==> config.mk <==
export PLATFORM = sky130hd
export DESIGN_NAME = fp_cmp_unit
export DESIGN_NICKNAME = d
export VERILOG_FILES = /design/src/rtl/fpcmp_pkg.sv /design/src/rtl/fpcmp_classify.sv /design/src/rtl/fpcmp_order.sv /design/src/rtl/fpcmp_decide.sv /design/src/rtl/fp_cmp_unit.sv
export SDC_FILE = /design/constraint.sdc
export NUM_CORES = 1
export LEC_CHECK = 0
export CAP_MARGIN = 20
export CORE_MARGIN = 2
export CORE_UTILIZATION = 37
export DETAILED_ROUTE_END_ITERATION = 8
export GPL_TIMING_DRIVEN = 0
export PLACE_DENSITY = 0.85
export SLEW_MARGIN = 15
export SYNTH_ARGS = -nofsm -noshare
export SYNTH_HDL_FRONTEND = slang
export SYNTH_SLANG_ARGS = --single-unit
export TNS_END_PERCENT = 50
==> constraint.sdc <==
create_clock -name clk -period 2.66 [get_ports clk]
set_input_delay 0.532 -clock clk [delete_from_list [all_inputs] [get_ports clk]]
set_output_delay 0.532 -clock clk [all_outputs]
set_load 0.1 [all_outputs]
==> src/rtl/fpcmp_pkg.sv <==
package fpcmp_pkg;
  localparam int FP_W    = 32;
  localparam int EXP_W   = 8;
  localparam int FRAC_W  = 23;
  localparam int MAG_W   = FP_W - 1;
  localparam int CAUSE_W = 5;
  localparam logic [CAUSE_W-1:0] CAUSE_FP = 5'b00110;

  typedef enum logic [2:0] {
    OP_UNORD = 3'd0,
    OP_LT    = 3'd1,
    OP_EQ    = 3'd2,
    OP_LE    = 3'd3,
    OP_GT    = 3'd4,
    OP_NE    = 3'd5,
    OP_GE    = 3'd6,
    OP_RSVD  = 3'd7
  } cmp_op_e;

  typedef struct packed {
    logic             sign;
    logic             is_zero;
    logic             is_denorm;
    logic             is_nan;
    logic             is_snan;
    logic [MAG_W-1:0] mag;
  } fp_class_t;

  typedef struct packed {
    logic gt;
    logic lt;
    logic eq;
  } fp_order_t;

  function automatic fp_class_t classify(input logic [FP_W-1:0] v);
    fp_class_t c;
    logic [EXP_W-1:0]  e;
    logic [FRAC_W-1:0] f;
    e = v[FP_W-2 -: EXP_W];
    f = v[FRAC_W-1:0];
    c.sign      = v[FP_W-1];
    c.mag       = v[MAG_W-1:0];
    c.is_zero   = (e == '0) && (f == '0);
    c.is_denorm = (e == '0) && (f != '0);
    c.is_nan    = (e == '1) && (f != '0);
    c.is_snan   = c.is_nan && !f[FRAC_W-1];
    return c;
  endfunction

  // Relation of B to A for non-NaN, non-denormal operands.
  function automatic fp_order_t order_b_vs_a(input fp_class_t a, input fp_class_t b);
    fp_order_t o;
    o = '0;
    if (a.is_zero && b.is_zero) begin
      o.eq = 1'b1;
    end else if (a.sign != b.sign) begin
      o.lt = b.sign;
      o.gt = a.sign;
    end else if (a.mag == b.mag) begin
      o.eq = 1'b1;
    end else begin
      o.lt = (b.mag < a.mag) ^ a.sign;
      o.gt = !o.lt;
    end
    return o;
  endfunction
endpackage

==> src/rtl/fpcmp_classify.sv <==
module fpcmp_classify
  import fpcmp_pkg::*;
(
  input  logic [FP_W-1:0] opnd,
  output fp_class_t       cls
);
  assign cls = classify(opnd);
endmodule

==> src/rtl/fpcmp_order.sv <==
module fpcmp_order
  import fpcmp_pkg::*;
(
  input  fp_class_t cls_a,
  input  fp_class_t cls_b,
  output fp_order_t rel
);
  assign rel = order_b_vs_a(cls_a, cls_b);
endmodule

==> src/rtl/fpcmp_decide.sv <==
module fpcmp_decide
  import fpcmp_pkg::*;
(
  input  logic [2:0] op,
  input  fp_class_t  cls_a,
  input  fp_class_t  cls_b,
  input  fp_order_t  rel,
  output logic       result,
  output logic       inv_hit,
  output logic       den_hit
);
  logic any_nan, any_snan, any_den;

  assign any_nan  = cls_a.is_nan    | cls_b.is_nan;
  assign any_snan = cls_a.is_snan   | cls_b.is_snan;
  assign any_den  = cls_a.is_denorm | cls_b.is_denorm;

  always_comb begin
    result  = 1'b0;
    inv_hit = 1'b0;
    den_hit = 1'b0;
    if (cmp_op_e'(op) == OP_RSVD) begin
      result = 1'b0;
    end else if (any_den) begin
      den_hit = 1'b1;
    end else if (any_nan) begin
      case (cmp_op_e'(op))
        OP_UNORD: begin result = 1'b1; inv_hit = any_snan; end
        OP_EQ:    begin result = 1'b0; inv_hit = any_snan; end
        OP_NE:    begin result = 1'b1; inv_hit = any_snan; end
        default:  begin result = 1'b0; inv_hit = 1'b1;     end
      endcase
    end else begin
      case (cmp_op_e'(op))
        OP_LT:   result = rel.lt;
        OP_EQ:   result = rel.eq;
        OP_LE:   result = rel.lt | rel.eq;
        OP_GT:   result = rel.gt;
        OP_NE:   result = !rel.eq;
        OP_GE:   result = rel.gt | rel.eq;
        default: result = 1'b0;
      endcase
    end
  end
endmodule

==> src/rtl/fp_cmp_unit.sv <==
module fp_cmp_unit
  import fpcmp_pkg::*;
#(
  parameter int AREA_OPT = 0,
  parameter int RES_W    = 32
) (
  input  logic               clk,
  input  logic               rst_n,
  input  logic               in_valid,
  input  logic [FP_W-1:0]    op_a,
  input  logic [FP_W-1:0]    op_b,
  input  logic [2:0]         op_sel,
  input  logic               exc_en,
  output logic               res_valid,
  output logic               res_wr,
  output logic [RES_W-1:0]   res_data,
  output logic               exc_strobe,
  output logic [CAUSE_W-1:0] exc_cause,
  output logic               flag_invalid,
  output logic               flag_denorm
);
  localparam int N_OPND = 2;

  logic [FP_W-1:0] opnd_in [N_OPND];
  fp_class_t       cls_in  [N_OPND];

  assign opnd_in[0] = op_a;
  assign opnd_in[1] = op_b;

  for (genvar gi = 0; gi < N_OPND; gi++) begin : g_cls
    fpcmp_classify u_cls (.opnd(opnd_in[gi]), .cls(cls_in[gi]));
  end

  // Stage boundary: either a register (area mode) or a wire (fast mode).
  logic       s_valid, s_en;
  logic [2:0] s_op;
  fp_class_t  s_ca, s_cb;

  if (AREA_OPT != 0) begin : g_area
    always_ff @(posedge clk) begin
      if (!rst_n) begin
        s_valid <= 1'b0;
        s_en    <= 1'b0;
        s_op    <= '0;
        s_ca    <= '0;
        s_cb    <= '0;
      end else begin
        s_valid <= in_valid;
        s_en    <= exc_en;
        s_op    <= op_sel;
        s_ca    <= cls_in[0];
        s_cb    <= cls_in[1];
      end
    end
    a_r10_latency: assert property (@(posedge clk) disable iff (!rst_n)
      in_valid |=> ##1 res_valid);
  end else begin : g_fast
    assign s_valid = in_valid;
    assign s_en    = exc_en;
    assign s_op    = op_sel;
    assign s_ca    = cls_in[0];
    assign s_cb    = cls_in[1];
    a_r10_latency: assert property (@(posedge clk) disable iff (!rst_n)
      in_valid |=> res_valid);
  end

  fp_order_t rel;
  logic      cmp_res, inv_hit, den_hit;

  fpcmp_order u_ord (.cls_a(s_ca), .cls_b(s_cb), .rel(rel));

  fpcmp_decide u_dec (
    .op(s_op), .cls_a(s_ca), .cls_b(s_cb), .rel(rel),
    .result(cmp_res), .inv_hit(inv_hit), .den_hit(den_hit)
  );

  // Named internal events.
  logic cond_raise, trap_take;
  assign cond_raise = s_valid && (inv_hit || den_hit);
  assign trap_take  = cond_raise && s_en;

  always_ff @(posedge clk) begin
    if (!rst_n) begin
      res_valid    <= 1'b0;
      res_wr       <= 1'b0;
      res_data     <= '0;
      exc_strobe   <= 1'b0;
      exc_cause    <= '0;
      flag_invalid <= 1'b0;
      flag_denorm  <= 1'b0;
    end else begin
      res_valid    <= s_valid;
      res_wr       <= s_valid && !trap_take;
      res_data     <= s_valid ? RES_W'(cmp_res) : '0;
      exc_strobe   <= trap_take;
      exc_cause    <= trap_take ? CAUSE_FP : '0;
      flag_invalid <= flag_invalid | (s_valid & inv_hit);
      flag_denorm  <= flag_denorm  | (s_valid & den_hit);
    end
  end

  a_r8_trap_blocks_write: assert property (@(posedge clk) disable iff (!rst_n)
    exc_strobe |-> (res_valid && !res_wr));
  a_r8_trap_cause: assert property (@(posedge clk) disable iff (!rst_n)
    exc_strobe |-> (exc_cause == CAUSE_FP));
  a_r9_invalid_sticky: assert property (@(posedge clk) disable iff (!rst_n)
    flag_invalid |=> flag_invalid);
  a_r9_denorm_sticky: assert property (@(posedge clk) disable iff (!rst_n)
    flag_denorm |=> flag_denorm);
  a_r11_result_bit: assert property (@(posedge clk) disable iff (!rst_n)
    res_data[RES_W-1:1] == '0);
  a_r11_cause_idle: assert property (@(posedge clk) disable iff (!rst_n)
    !exc_strobe |-> (exc_cause == '0));
  a_r6_denorm_first: assert property (@(posedge clk) disable iff (!rst_n)
    (s_valid && den_hit) |-> (!inv_hit && !cmp_res));
  a_r7_reserved_quiet: assert property (@(posedge clk) disable iff (!rst_n)
    (s_valid && s_op == 3'd7) |-> (!cmp_res && !inv_hit && !den_hit));
  a_r1_order_onehot: assert property (@(posedge clk) disable iff (!rst_n)
    (s_valid && !s_ca.is_nan && !s_cb.is_nan && !s_ca.is_denorm && !s_cb.is_denorm)
      |-> ($countones({rel.gt, rel.lt, rel.eq}) == 1));
endmodule

==> reports/metrics.yaml <==
outcome: "complete, but fails checks"
violations: "setup timing"
hp-class: "flop to flop"
setup_ws_ns: -0.00918
diodes: 0
fp-row-count: 24
avgViaCountPerCell: 4.99
start_util: 0.384
synth.distinct_cells: 42
required_ns: 2.82
p_leak_uw: 0.00158
die_w_um: 71.5
period_needed_ns: 2.67
regArea_um2: 120
dieArea_um2: 5110
areaGrowthSynthToFinish_pct: 80.9
cp-endpoint: "res_data[0]"
path_buf_inv: 2
synth_edf_count: 0
clock_latency_ns: 0.23
dr.pass1.iters: 4
h-tree-depth: 1
place_area_um2: 2660
skew_ns: 0
netlist_top_cells_area: "ha_1 (23%), buf_4 (16%), inv_1 (8.0%)"
startpoint: "op_a[2]"
drv_cap: 0
cp-end-kind: "flop"
wire_per_inst_um: 13.7
cts_tree: "done"
yosysSeqAreaShare: 0.0713
drtIter0Drc: 133
synth_top_area_cell: "ha_1"
synth_compound_area_frac: 0.192
timing.fmax_ghz: 0.375
tightest_slew_ns: 0.976
rr_endpoint: "flag_invalid"
cp_max_fo: 4
place_ws_ns: -0.448
yosys.area_share.simple: 0.245
reg2regPathDepth: 2
max-vdd-ir-drop_mv: 0.162
vias: 2011
fin_cells: 403
clkTransAtPathRegs_ns: 0.04
drt-total-wl_mm: 5.50
muxShareOfSynthArea: 0.00594
cts_sinks: 6
worstSetupStartpointType: "primary input"
critPathTopFamily: "compound AO/OA/AOI/OAI gates"
fin_tns_setup_ns: -0.00918
crit_arrival_ns: 2.83
synth_adder_area_share: 0.230
grt_max_degree: 11
die_h_um: 71.5
io_buffers: 78
final_cell_area_um2: 3050
min_period_over_period: 1.00
coreArea_um2: 4380
syn_area_per_cell_um2: 7.20
synthCells: 234
report.final.hold_viol_count: 0
path_cells: "clkdlybuf4s50_1, inv_1, ha_1, a21oi_1, a21oi_1, o31ai_2, a21boi_2, nor4_2, a211oi_2, o22a_1, a21oi_2"
yosys_register_bits: 6
pin_count: 113
cp_common_cell: "a21oi_1"
r2r_setup_slack_ns: 2.08
worstHoldStart: "flag_denorm"
netlist.area_leader.share: 0.230
globalplace.congestion: 0.869
remaining_drc_errors: 0
ant_nets: 0
finalMaxSlewViolations: 0
path_class: "primary input to flop"
setup_viol: 1
grt_pass1_vias: 1847
multiInputGateArea_um2: 1540
cts_buffers: 3
synth-xor-area-share: 0.00520
cp.depth: 11
synthTopCellsByCount: "buf_4 (36), inv_1 (36), ha_1 (31), a21oi_1 (17), nor4_1 (17)"
ys.flop_type: "dfxtp_1"
antenna_found_initial: 0
slowest_stage: "clkdlybuf4s50_1"
r2r_start: "flag_invalid"
yosysWarnings: 0
overflow: 0
slowest_delay_ns: 0.48
hpwl_mm: 4.13
synth_top_family_by_area: "buffers and inverters"
place_inst: 397
fillers: 328
root_buffer: "clkbuf_8"
layout-drive-gt1-share: 0.248
nets: 455
synth-async-reset-ratio: 0
grt_pass1_wl_mm: 7.68
track_usage: 0.182
powerDensity_nw_per_um2: 272
ctsHoldBuffers: 0
slew_headroom: 0.347
clockBufferDepth: 2
syn-cell-area_um2: 1690
==> kinds of logic (layout without fill, tap and decap cells) <==
kind of cell	Yosys count	in the layout
other cells	1	34
compound gates	45	45
flops	6	6
buf+inv	73	157
mux	1	1
fa+ha+maj	31	31
xor+xnor	1	1
simple gates	76	76
==> worst min path at each step <==
stage / end / slack (ns) / cells after the start
2_1_floorplan: exc_cause[1] / 0.69 / 2
3_3_place_gp: flag_invalid / 0.46 / 2
3_5_place_dp: flag_denorm / 0.46 / 2
4_1_cts: flag_invalid / 0.48 / 2
5_1_grt: flag_invalid / 0.50 / 2
6_report: flag_denorm / 0.48 / 2
==> area by class of cell <==
cell class | instances | area share
Timing Repair Buffer | 81 | 0.284
Tap cell | 52 | 0.0213
Sequential cell | 6 | 0.0394
Multi-Input combinational cell | 188 | 0.505
Clock buffer | 3 | 0.0135
Inverter | 36 | 0.0443
Buffer | 37 | 0.0931
==> per-layer routing <==
metal	vias up	global-route usage	share of wire	routed length, um
met1	915	0.218	0.39	2160
met5	-	0	0	0
met2	78	0.337	0.53	2930
met4	0	0.0503	0.015	85
met3	10	0.0253	0.059	325
li1	1008	-	-	-
==> power by group <==
part	internal, uW	switching, uW
sequential	93.0	0.645
combinational	214	381
clock	97.6	43.9
==> worst register-to-register path: stages, from the launching register on <==
cell and delay (ns):
dfxtp_1 0.30, a21oi_1 0.11, nor2_1 0.05
==> layout by cell type (no fill, tap or decap), types with 3 or more instances in the layout <==
cell and count:
buf_4 39, a211oi_2 3, nand3_1 4, inv_1 28
ha_4 15, o211ai_1 3, clkdlybuf4s50_1 46, o21ai_0 3
o21ai_1 3, nand4_1 12, clkbuf_8 4, a21oi_1 15
nand2_1 15, dlymetal6s2s_1 27, dfxtp_1 6, nor4_1 15
inv_2 8, conb_1 34, dlygate4sd2_1 5, ha_1 16
nor3_1 4, nand2b_1 3, nor2_1 10
==> registers in the layout, summed over array words and instances (netlist names) <==
signal,cells
exc_cause,1
flag_denorm,1
flag_invalid,1
res_data,1
res_valid,1
res_wr,1
==> per-stage QoR <==
step	util	hold slack, ns	total power (uW)
finish	0.695	0.478	830
global route	0.695	0.499	876
CTS	0.626	0.477	781
detailed placement	0.606	0.460	632
global placement	0.606	0.459	623
floorplan	-	0.695	475
==> repair_timing <==
action,in CTS,in global routing
setup buffers,1,2
endpoints found under the setup margin,1,1
cloned,0,0
resized for setup,12,60
pin swaps,7,22
Power figures use the tool's default switching activity.
